<file path="src/rtl/ifsr_enc_pkg.sv">
package ifsr_enc_pkg;
  localparam int unsigned WORD_W  = 32;
  localparam int unsigned SCODE_W = 5;
  localparam int unsigned LCODE_W = 6;
  localparam int unsigned CLASS_W = 4;
  localparam int unsigned LVL_W   = 2;
  localparam int unsigned FMT_BIT = 9;
  localparam int unsigned EXT_BIT = 12;
  localparam int unsigned FNV_BIT = 16;
  localparam int unsigned SHI_BIT = 10;

  typedef enum logic [CLASS_W-1:0] {
    FC_ALIGN    = 4'd0,
    FC_DEBUG    = 4'd1,
    FC_TRANS    = 4'd2,
    FC_ACCFLAG  = 4'd3,
    FC_PERM     = 4'd4,
    FC_DOMAIN   = 4'd5,
    FC_EXT_NW   = 4'd6,
    FC_EXT_WALK = 4'd7,
    FC_TLB      = 4'd8,
    FC_LOCKDOWN = 4'd9,
    FC_PAR_NW   = 4'd10,
    FC_PAR_WALK = 4'd11,
    FC_ADDRSZ   = 4'd12
  } fclass_e;

  // bits that survive for a given layout
  function automatic logic [WORD_W-1:0] keep_mask(input logic long_fmt);
    logic [WORD_W-1:0] m;
    m = '0;
    m[FNV_BIT] = 1'b1;
    m[EXT_BIT] = 1'b1;
    m[FMT_BIT] = 1'b1;
    if (long_fmt) begin
      m[LCODE_W-1:0] = '1;
    end else begin
      m[SHI_BIT] = 1'b1;
      m[SCODE_W-2:0] = '1;
    end
    return m;
  endfunction
endpackage

</file>
<file path="src/rtl/ifsr_short_enc.sv">
module ifsr_short_enc import ifsr_enc_pkg::*; #(
  parameter bit RAS_EN = 1'b0
) (
  input  fclass_e            cls_i,
  input  logic [LVL_W-1:0]   lvl_i,
  output logic [SCODE_W-1:0] code_o,
  output logic               ok_o
);
  logic par_ok;
  logic lv12, l2;

  if (RAS_EN) begin : g_ras
    assign par_ok = 1'b0;
  end else begin : g_no_ras
    assign par_ok = 1'b1;
  end

  assign lv12 = (lvl_i == LVL_W'(1)) || (lvl_i == LVL_W'(2));
  assign l2   = (lvl_i == LVL_W'(2));

  always_comb begin
    code_o = '0;
    ok_o   = 1'b0;
    unique case (cls_i)
      FC_ALIGN:    begin code_o = 5'b00001; ok_o = 1'b1; end
      FC_DEBUG:    begin code_o = 5'b00010; ok_o = 1'b1; end
      FC_EXT_NW:   begin code_o = 5'b01000; ok_o = 1'b1; end
      FC_TLB:      begin code_o = 5'b10000; ok_o = 1'b1; end
      FC_LOCKDOWN: begin code_o = 5'b10100; ok_o = 1'b1; end
      FC_PAR_NW:   begin code_o = 5'b11001; ok_o = par_ok; end
      FC_TRANS:    begin code_o = {3'b001, l2, 1'b1}; ok_o = lv12; end
      FC_ACCFLAG:  begin code_o = l2 ? 5'b00110 : 5'b00011; ok_o = lv12; end
      FC_DOMAIN:   begin code_o = {3'b010, l2, 1'b1}; ok_o = lv12; end
      FC_PERM:     begin code_o = {3'b011, l2, 1'b1}; ok_o = lv12; end
      FC_EXT_WALK: begin code_o = {3'b011, l2, 1'b0}; ok_o = lv12; end
      FC_PAR_WALK: begin code_o = {3'b111, l2, 1'b0}; ok_o = lv12 && par_ok; end
      default:     begin code_o = '0; ok_o = 1'b0; end
    endcase
  end
endmodule

</file>
<file path="src/rtl/ifsr_long_enc.sv">
module ifsr_long_enc import ifsr_enc_pkg::*; #(
  parameter bit RAS_EN = 1'b0
) (
  input  fclass_e            cls_i,
  input  logic [LVL_W-1:0]   lvl_i,
  output logic [LCODE_W-1:0] code_o,
  output logic               ok_o
);
  localparam int unsigned PFX_W = LCODE_W - LVL_W;

  logic par_ok;
  logic lv123;

  if (RAS_EN) begin : g_ras
    assign par_ok = 1'b0;
  end else begin : g_no_ras
    assign par_ok = 1'b1;
  end

  assign lv123 = (lvl_i != '0);

  always_comb begin
    code_o = '0;
    ok_o   = 1'b0;
    unique case (cls_i)
      FC_ALIGN:    begin code_o = 6'b100001; ok_o = 1'b1; end
      FC_DEBUG:    begin code_o = 6'b100010; ok_o = 1'b1; end
      FC_EXT_NW:   begin code_o = 6'b010000; ok_o = 1'b1; end
      FC_TLB:      begin code_o = 6'b110000; ok_o = 1'b1; end
      FC_PAR_NW:   begin code_o = 6'b011000; ok_o = par_ok; end
      FC_ADDRSZ:   begin code_o = {PFX_W'(4'b0000), lvl_i}; ok_o = 1'b1; end
      FC_TRANS:    begin code_o = {PFX_W'(4'b0001), lvl_i}; ok_o = lv123; end
      FC_ACCFLAG:  begin code_o = {PFX_W'(4'b0010), lvl_i}; ok_o = lv123; end
      FC_PERM:     begin code_o = {PFX_W'(4'b0011), lvl_i}; ok_o = lv123; end
      FC_EXT_WALK: begin code_o = {PFX_W'(4'b0101), lvl_i}; ok_o = lv123; end
      FC_PAR_WALK: begin code_o = {PFX_W'(4'b0111), lvl_i}; ok_o = lv123 && par_ok; end
      default:     begin code_o = '0; ok_o = 1'b0; end
    endcase
  end
endmodule

</file>
<file path="src/rtl/ifsr_word_pack.sv">
module ifsr_word_pack import ifsr_enc_pkg::*; (
  input  logic               long_fmt_i,
  input  fclass_e            cls_i,
  input  logic [SCODE_W-1:0] scode_i,
  input  logic [LCODE_W-1:0] lcode_i,
  input  logic               ext_class_i,
  input  logic               addr_inv_i,
  output logic [WORD_W-1:0]  word_o
);
  logic is_ext_nw, is_ext;

  assign is_ext_nw = (cls_i == FC_EXT_NW);
  assign is_ext    = is_ext_nw || (cls_i == FC_EXT_WALK);

  always_comb begin
    word_o = '0;
    if (long_fmt_i) begin
      word_o[LCODE_W-1:0] = lcode_i;
    end else begin
      word_o[SHI_BIT]       = scode_i[SCODE_W-1];
      word_o[SCODE_W-2:0]   = scode_i[SCODE_W-2:0];
    end
    word_o[FMT_BIT] = long_fmt_i;
    word_o[EXT_BIT] = ext_class_i && is_ext;
    word_o[FNV_BIT] = addr_inv_i && is_ext_nw;
  end
endmodule

</file>
<file path="src/rtl/ifsr_encoder.sv">
module ifsr_encoder import ifsr_enc_pkg::*; #(
  parameter bit RAS_EN = 1'b0
) (
  input  logic               clk_i,
  input  logic               rst_ni,
  input  logic               fault_valid_i,
  input  logic [CLASS_W-1:0] fault_class_i,
  input  logic [LVL_W-1:0]   fault_level_i,
  input  logic               ext_class_i,
  input  logic               addr_invalid_i,
  input  logic               long_fmt_i,
  input  logic               sw_we_i,
  input  logic [WORD_W-1:0]  sw_wdata_i,
  output logic [WORD_W-1:0]  status_o,
  output logic               encode_err_o
);
  fclass_e            cls;
  logic [SCODE_W-1:0] scode;
  logic [LCODE_W-1:0] lcode;
  logic               s_ok, l_ok, enc_ok;
  logic [WORD_W-1:0]  cap_word;
  logic [WORD_W-1:0]  word_q;
  logic               err_q;

  assign cls = fclass_e'(fault_class_i);

  ifsr_short_enc #(.RAS_EN(RAS_EN)) u_short (
    .cls_i(cls), .lvl_i(fault_level_i), .code_o(scode), .ok_o(s_ok)
  );

  ifsr_long_enc #(.RAS_EN(RAS_EN)) u_long (
    .cls_i(cls), .lvl_i(fault_level_i), .code_o(lcode), .ok_o(l_ok)
  );

  ifsr_word_pack u_pack (
    .long_fmt_i(long_fmt_i), .cls_i(cls), .scode_i(scode), .lcode_i(lcode),
    .ext_class_i(ext_class_i), .addr_inv_i(addr_invalid_i), .word_o(cap_word)
  );

  assign enc_ok = long_fmt_i ? l_ok : s_ok;

  // capture owns the cycle even when rejected
  always_ff @(posedge clk_i or negedge rst_ni) begin
    if (!rst_ni) begin
      word_q <= '0;
      err_q  <= 1'b0;
    end else begin
      err_q <= fault_valid_i && !enc_ok;
      if (fault_valid_i) begin
        if (enc_ok) word_q <= cap_word;
      end else if (sw_we_i) begin
        word_q <= sw_wdata_i & keep_mask(sw_wdata_i[FMT_BIT]);
      end
    end
  end

  assign status_o     = word_q;
  assign encode_err_o = err_q;


  reserved_zero_chk: assert property (@(posedge clk_i) disable iff (!rst_ni)
    (status_o & ~keep_mask(status_o[FMT_BIT])) == '0);


  fnv_class_chk: assert property (@(posedge clk_i) disable iff (!rst_ni)
    fault_valid_i |=> (encode_err_o || !status_o[16] ||
      (status_o[9] ? (status_o[5:0] == 6'b010000)
                   : ({status_o[10], status_o[3:0]} == 5'b01000))));


  ext_class_chk: assert property (@(posedge clk_i) disable iff (!rst_ni)
    fault_valid_i |=> (encode_err_o || !status_o[12] ||
      (status_o[9] ? ((status_o[5:0] == 6'b010000) || (status_o[5:2] == 4'b0101))
                   : (({status_o[10], status_o[3:0]} == 5'b01000) ||
                      ({status_o[10], status_o[3:0]} == 5'b01100) ||
                      ({status_o[10], status_o[3:0]} == 5'b01110)))));


  err_hold_chk: assert property (@(posedge clk_i) disable iff (!rst_ni)
    fault_valid_i |=> (!encode_err_o || (status_o == $past(status_o))));


  err_source_chk: assert property (@(posedge clk_i) disable iff (!rst_ni)
    encode_err_o |-> $past(fault_valid_i));


  cap_wins_chk: assert property (@(posedge clk_i) disable iff (!rst_ni)
    (fault_valid_i && sw_we_i) |=> (encode_err_o || status_o[9] == $past(long_fmt_i)));
endmodule

</file>
<file path="config.mk">
export PLATFORM = sky130hd
export DESIGN_NAME = ifsr_encoder
export DESIGN_NICKNAME = d
export VERILOG_FILES = /design/src/rtl/ifsr_enc_pkg.sv /design/src/rtl/ifsr_short_enc.sv /design/src/rtl/ifsr_long_enc.sv /design/src/rtl/ifsr_word_pack.sv /design/src/rtl/ifsr_encoder.sv
export SDC_FILE = /design/constraint.sdc
export NUM_CORES = 1
export LEC_CHECK = 0
export ABC_CLOCK_PERIOD_IN_PS = 1310
export BUFFER_PORTS_ARGS = -buffer_cell sky130_fd_sc_hd__buf_2
export CAP_MARGIN = 20
export CORE_UTILIZATION = 44
export CTS_BUF_LIST = sky130_fd_sc_hd__clkbuf_16
export DETAILED_ROUTE_END_ITERATION = 8
export PLACE_DENSITY = 0.83
export SLEW_MARGIN = 20
export SYNTH_ARGS = -nofsm -noshare
export SYNTH_HDL_FRONTEND = slang
export SYNTH_SLANG_ARGS = --single-unit
</file>
<file path="constraint.sdc">
create_clock -name clk_i -period 1.31 [get_ports clk_i]
set_input_delay 0.0655 -clock clk_i [delete_from_list [all_inputs] [get_ports clk_i]]
set_output_delay 0.0655 -clock clk_i [all_outputs]
set_load 0.01 [all_outputs]
</file>
==> metrics.md <==
| Metric | Value |
|---|---|
| H-tree depth | `1` |
| Die Wd | `a little over 50 um` |
| Final core occ | `0.694` |
| Number of port buffers | `33` |
| Synthesis-to-layout area growth | `45.1%` |
| Number of synthesized flops with an enable pin | `0` |
| Total power | `1.48 mW` |
| R2r worst-path depth | `1` |
| DRT Pass-1 Iters | `4` |
| Post-synth cell types | `36` |
| Vias in the first global route | `1032` |
| Final setup fails | `0` |
| Largest net degree at the start of global routing | `13` |
| Detail Route Antenna Nets | `0` |
| Setup ws final | `~29 ps` |
| Hold path depth | `4` |
| Lkg Pwr | `slightly above 0.8 nW` |
| Global route overflow | `0` |
| Layout cells sized above 1 | `0.404` |
| Fin. max-slew vios | `0` |
| HP Start | `sw_wdata_i[5]` |
| Final TNS setup | `0 ps` |
| Num CTS Buffers | `3` |
| Cells after Synth | `between 100 and 150` |
| Final Hold Vio Count | `0` |
| Power share of the sequential group | `0.284` |
| Row Count | `17` |
| Critical path class | `primary input to register` |
| Design area | `1580 um2` |
| DRC violations left | `0` |
| DIE AREA | `2680 um2` |
| DP Worst Slack | `-335 ps` |
| Period utilization | `0.978` |
| Post-DP HPWL | `2060 um` |
| Core box area | `2280 um2` |
| Final WL | `approximately 2700 um` |
| Critical path endpoint category | `register` |
| Reg2reg start | `status_o[4]$_DFFE_PN0P_` |
| Via density | `between 4 and 5` |
| Clk pwr share | `0.374` |
| Worst vdd ir | `between 800 and 900 uV` |
| Clock slew at reported path FFs | `40 ps` |
| Routed vias | `around 1100` |
| Commonest non-fill, non-tap cells in the layout | `30 x buf_2, 22 x conb_1, 21 x buf_4, 11 x dfrtp_1, 10 x inv_1` |
| First-pass GRT wire length | `between 4000 and 5000 um` |
| Switch share | `0.286` |
| Max-cap violations | `0` |
| Commonest non-fill, non-tap cell in the layout | `buf_2` |
| Worst Path Max Fanout | `10` |
| CTS tree | `built` |
| Clock tree buffer depth | `2` |
| # IOs | `78` |
| R2R setup slack | `540 ps` |
| Ys async rst share | `1.00` |
| Total global-route track usage | `0.211` |
| Final Wtd Congestion | `about 0.85` |
| Initial DRC count | `13` |
| Layout Nets | `around 240` |
| Hold Path Class | `primary input to register` |
| Internal power | `roughly 1.1 mW` |
| Clk root buf | `clkbuf_16` |
| Critical path data arrival time | `1400 ps` |
| Initial Util | `0.478` |
| Crit start category | `primary input` |
| Sequential-to-total area share from yosys stat | `0.253` |
| Post-placement cell area | `1430 um2` |
| Max Freq | `0.781 GHz` |
| Antenna diodes | `0` |
| Worst Hold Endpoint | `status_o[5]$_DFFE_PN0P_` |
| Psw | `0.423 mW` |
| Initial antenna violation count | `0` |
| Avg Inst Size Synth | `between 8 and 9 um2` |
| Gate power share | `0.342` |
| WP data required | `~1400 ps` |
| RSZ-0062 raised after global routing | `true` |
| Post-synthesis sequential element count | `11` |
| Synth warnings | `0` |
| Fin Clk Skew | `0 ps` |
| Top FF cell, synth | `dfrtp_1` |
| Final Critical Period | `around 1300 ps` |
| Latest clock arrival within the worst-skew pair | `between 200 and 250 ps` |
| FF-to-FF End | `status_o[4]$_DFFE_PN0P_` |
| Pwr dens | `about 940 nW/um2` |
| Synth Cell Area | `roughly 1100 um2` |
| Clock sinks | `11` |
| Status | `complete, no violations` |
| WL per Instance | `between 10 and 15 um` |
| Die Ht | `51.7 um` |
==> flip-flops by register name, summed over array words and instances (netlist names) <==
register and flops:
encode_err_o 1, status_o 10
==> worst max-delay path, stage by stage <==
cell and delay [ps]:
buf_2 130, or3_1 370, o311ai_2 100, o21ai_2 120, a21oi_4 150, buf_12 160
mux2_4 310
==> synth_stat cells (all sizes together), types with 3 or more instances <==
library cell  number  area, um2
dfrtp             11        275
o211ai             4       30.0
o21ai             10       50.0
buf               22        165
mux2               9        101
nand2              6       22.5
nand2b             4       25.0
clkbuf             6       22.5
nor2b              9       56.3
a21oi              6       41.3
and2               3       18.8
inv               11       41.3
nor2               6       22.5
==> what timing repair did <==
action | in CTS | in global routing
setup endpoints to repair | 8 | 8
pin swaps | 1 | 1
resized for setup | 7 | 10
hold buffers | 1 | 0
endpoints found under the hold margin | 11 | 0
buffers inserted | 0 | 1
==> worst max-delay path by stage <==
stage                                 from                  endpoint  slack (ps)  cells past startpoint
final                     fault_class_i[3]  status_o[10]$_DFFE_PN0P_          30                      7
after global routing      fault_class_i[3]  status_o[10]$_DFFE_PN0P_         -20                      7
after floorplan           fault_level_i[1]   status_o[0]$_DFFE_PN0P_        -150                      7
after global placement    fault_level_i[1]   status_o[1]$_DFFE_PN0P_        -300                      9
after detailed placement  fault_level_i[1]  status_o[10]$_DFFE_PN0P_        -330                      9
after CTS                 fault_level_i[1]  status_o[10]$_DFFE_PN0P_           3                      9
==> per-stage QoR <==
stage | instances | hold WS (ps)
3_5_place_dp | 210 | -56.3
4_1_cts | 215 | 178
3_3_place_gp | 210 | -65.1
2_1_floorplan | 154 | -230
6_report | 216 | 172
5_1_grt | 216 | 194
==> power by group through the flow <==
stage | Sequential [mW] | Combinational, mW | Clock, mW
4_1_cts | 0.421 | 0.489 | 0.550
3_5_place_dp | 0.425 | 0.474 | 0
3_3_place_gp | 0.422 | 0.462 | 0
5_1_grt | 0.426 | 0.554 | 0.574
2_1_floorplan | 0.449 | 0.293 | 0
6_report | 0.420 | 0.507 | 0.553
==> logic make-up after synthesis <==
logic type,Yosys count,synth area share
other cells,1,0.00344
compound gates,35,0.224
buf+inv,39,0.210
flops,11,0.253
mux,11,0.111
fa+ha+maj,2,0.0230
simple gates,34,0.175
==> cell type report <==
| cell class | instances | area [um2] |
|---|---|---|
| Clock buffer | 3 | 75.1 |
| Clock inverter | 1 | 3.75 |
| Fill cell | 190 | 697 |
| Inverter | 11 | 61.3 |
| Multi-Input combinational cell | 104 | 722 |
| Sequential cell | 11 | 275 |
| Tap cell | 28 | 35.0 |
| Timing Repair Buffer | 58 | 407 |
==> layer usage <==
metal / routed length, um / track usage / vias to the layer above / share of wire
li1: - / - / 528 / -
met1: 1180 / 0.252 / 501 / 0.44
met2: 1330 / 0.387 / 42 / 0.50
met3: 106 / 0.0175 / 6 / 0.040
met4: 34 / 0.0811 / 0 / 0.013
met5: 0 / 0 / - / 0
No activity file was read; power rests on OpenSTA's default activity.
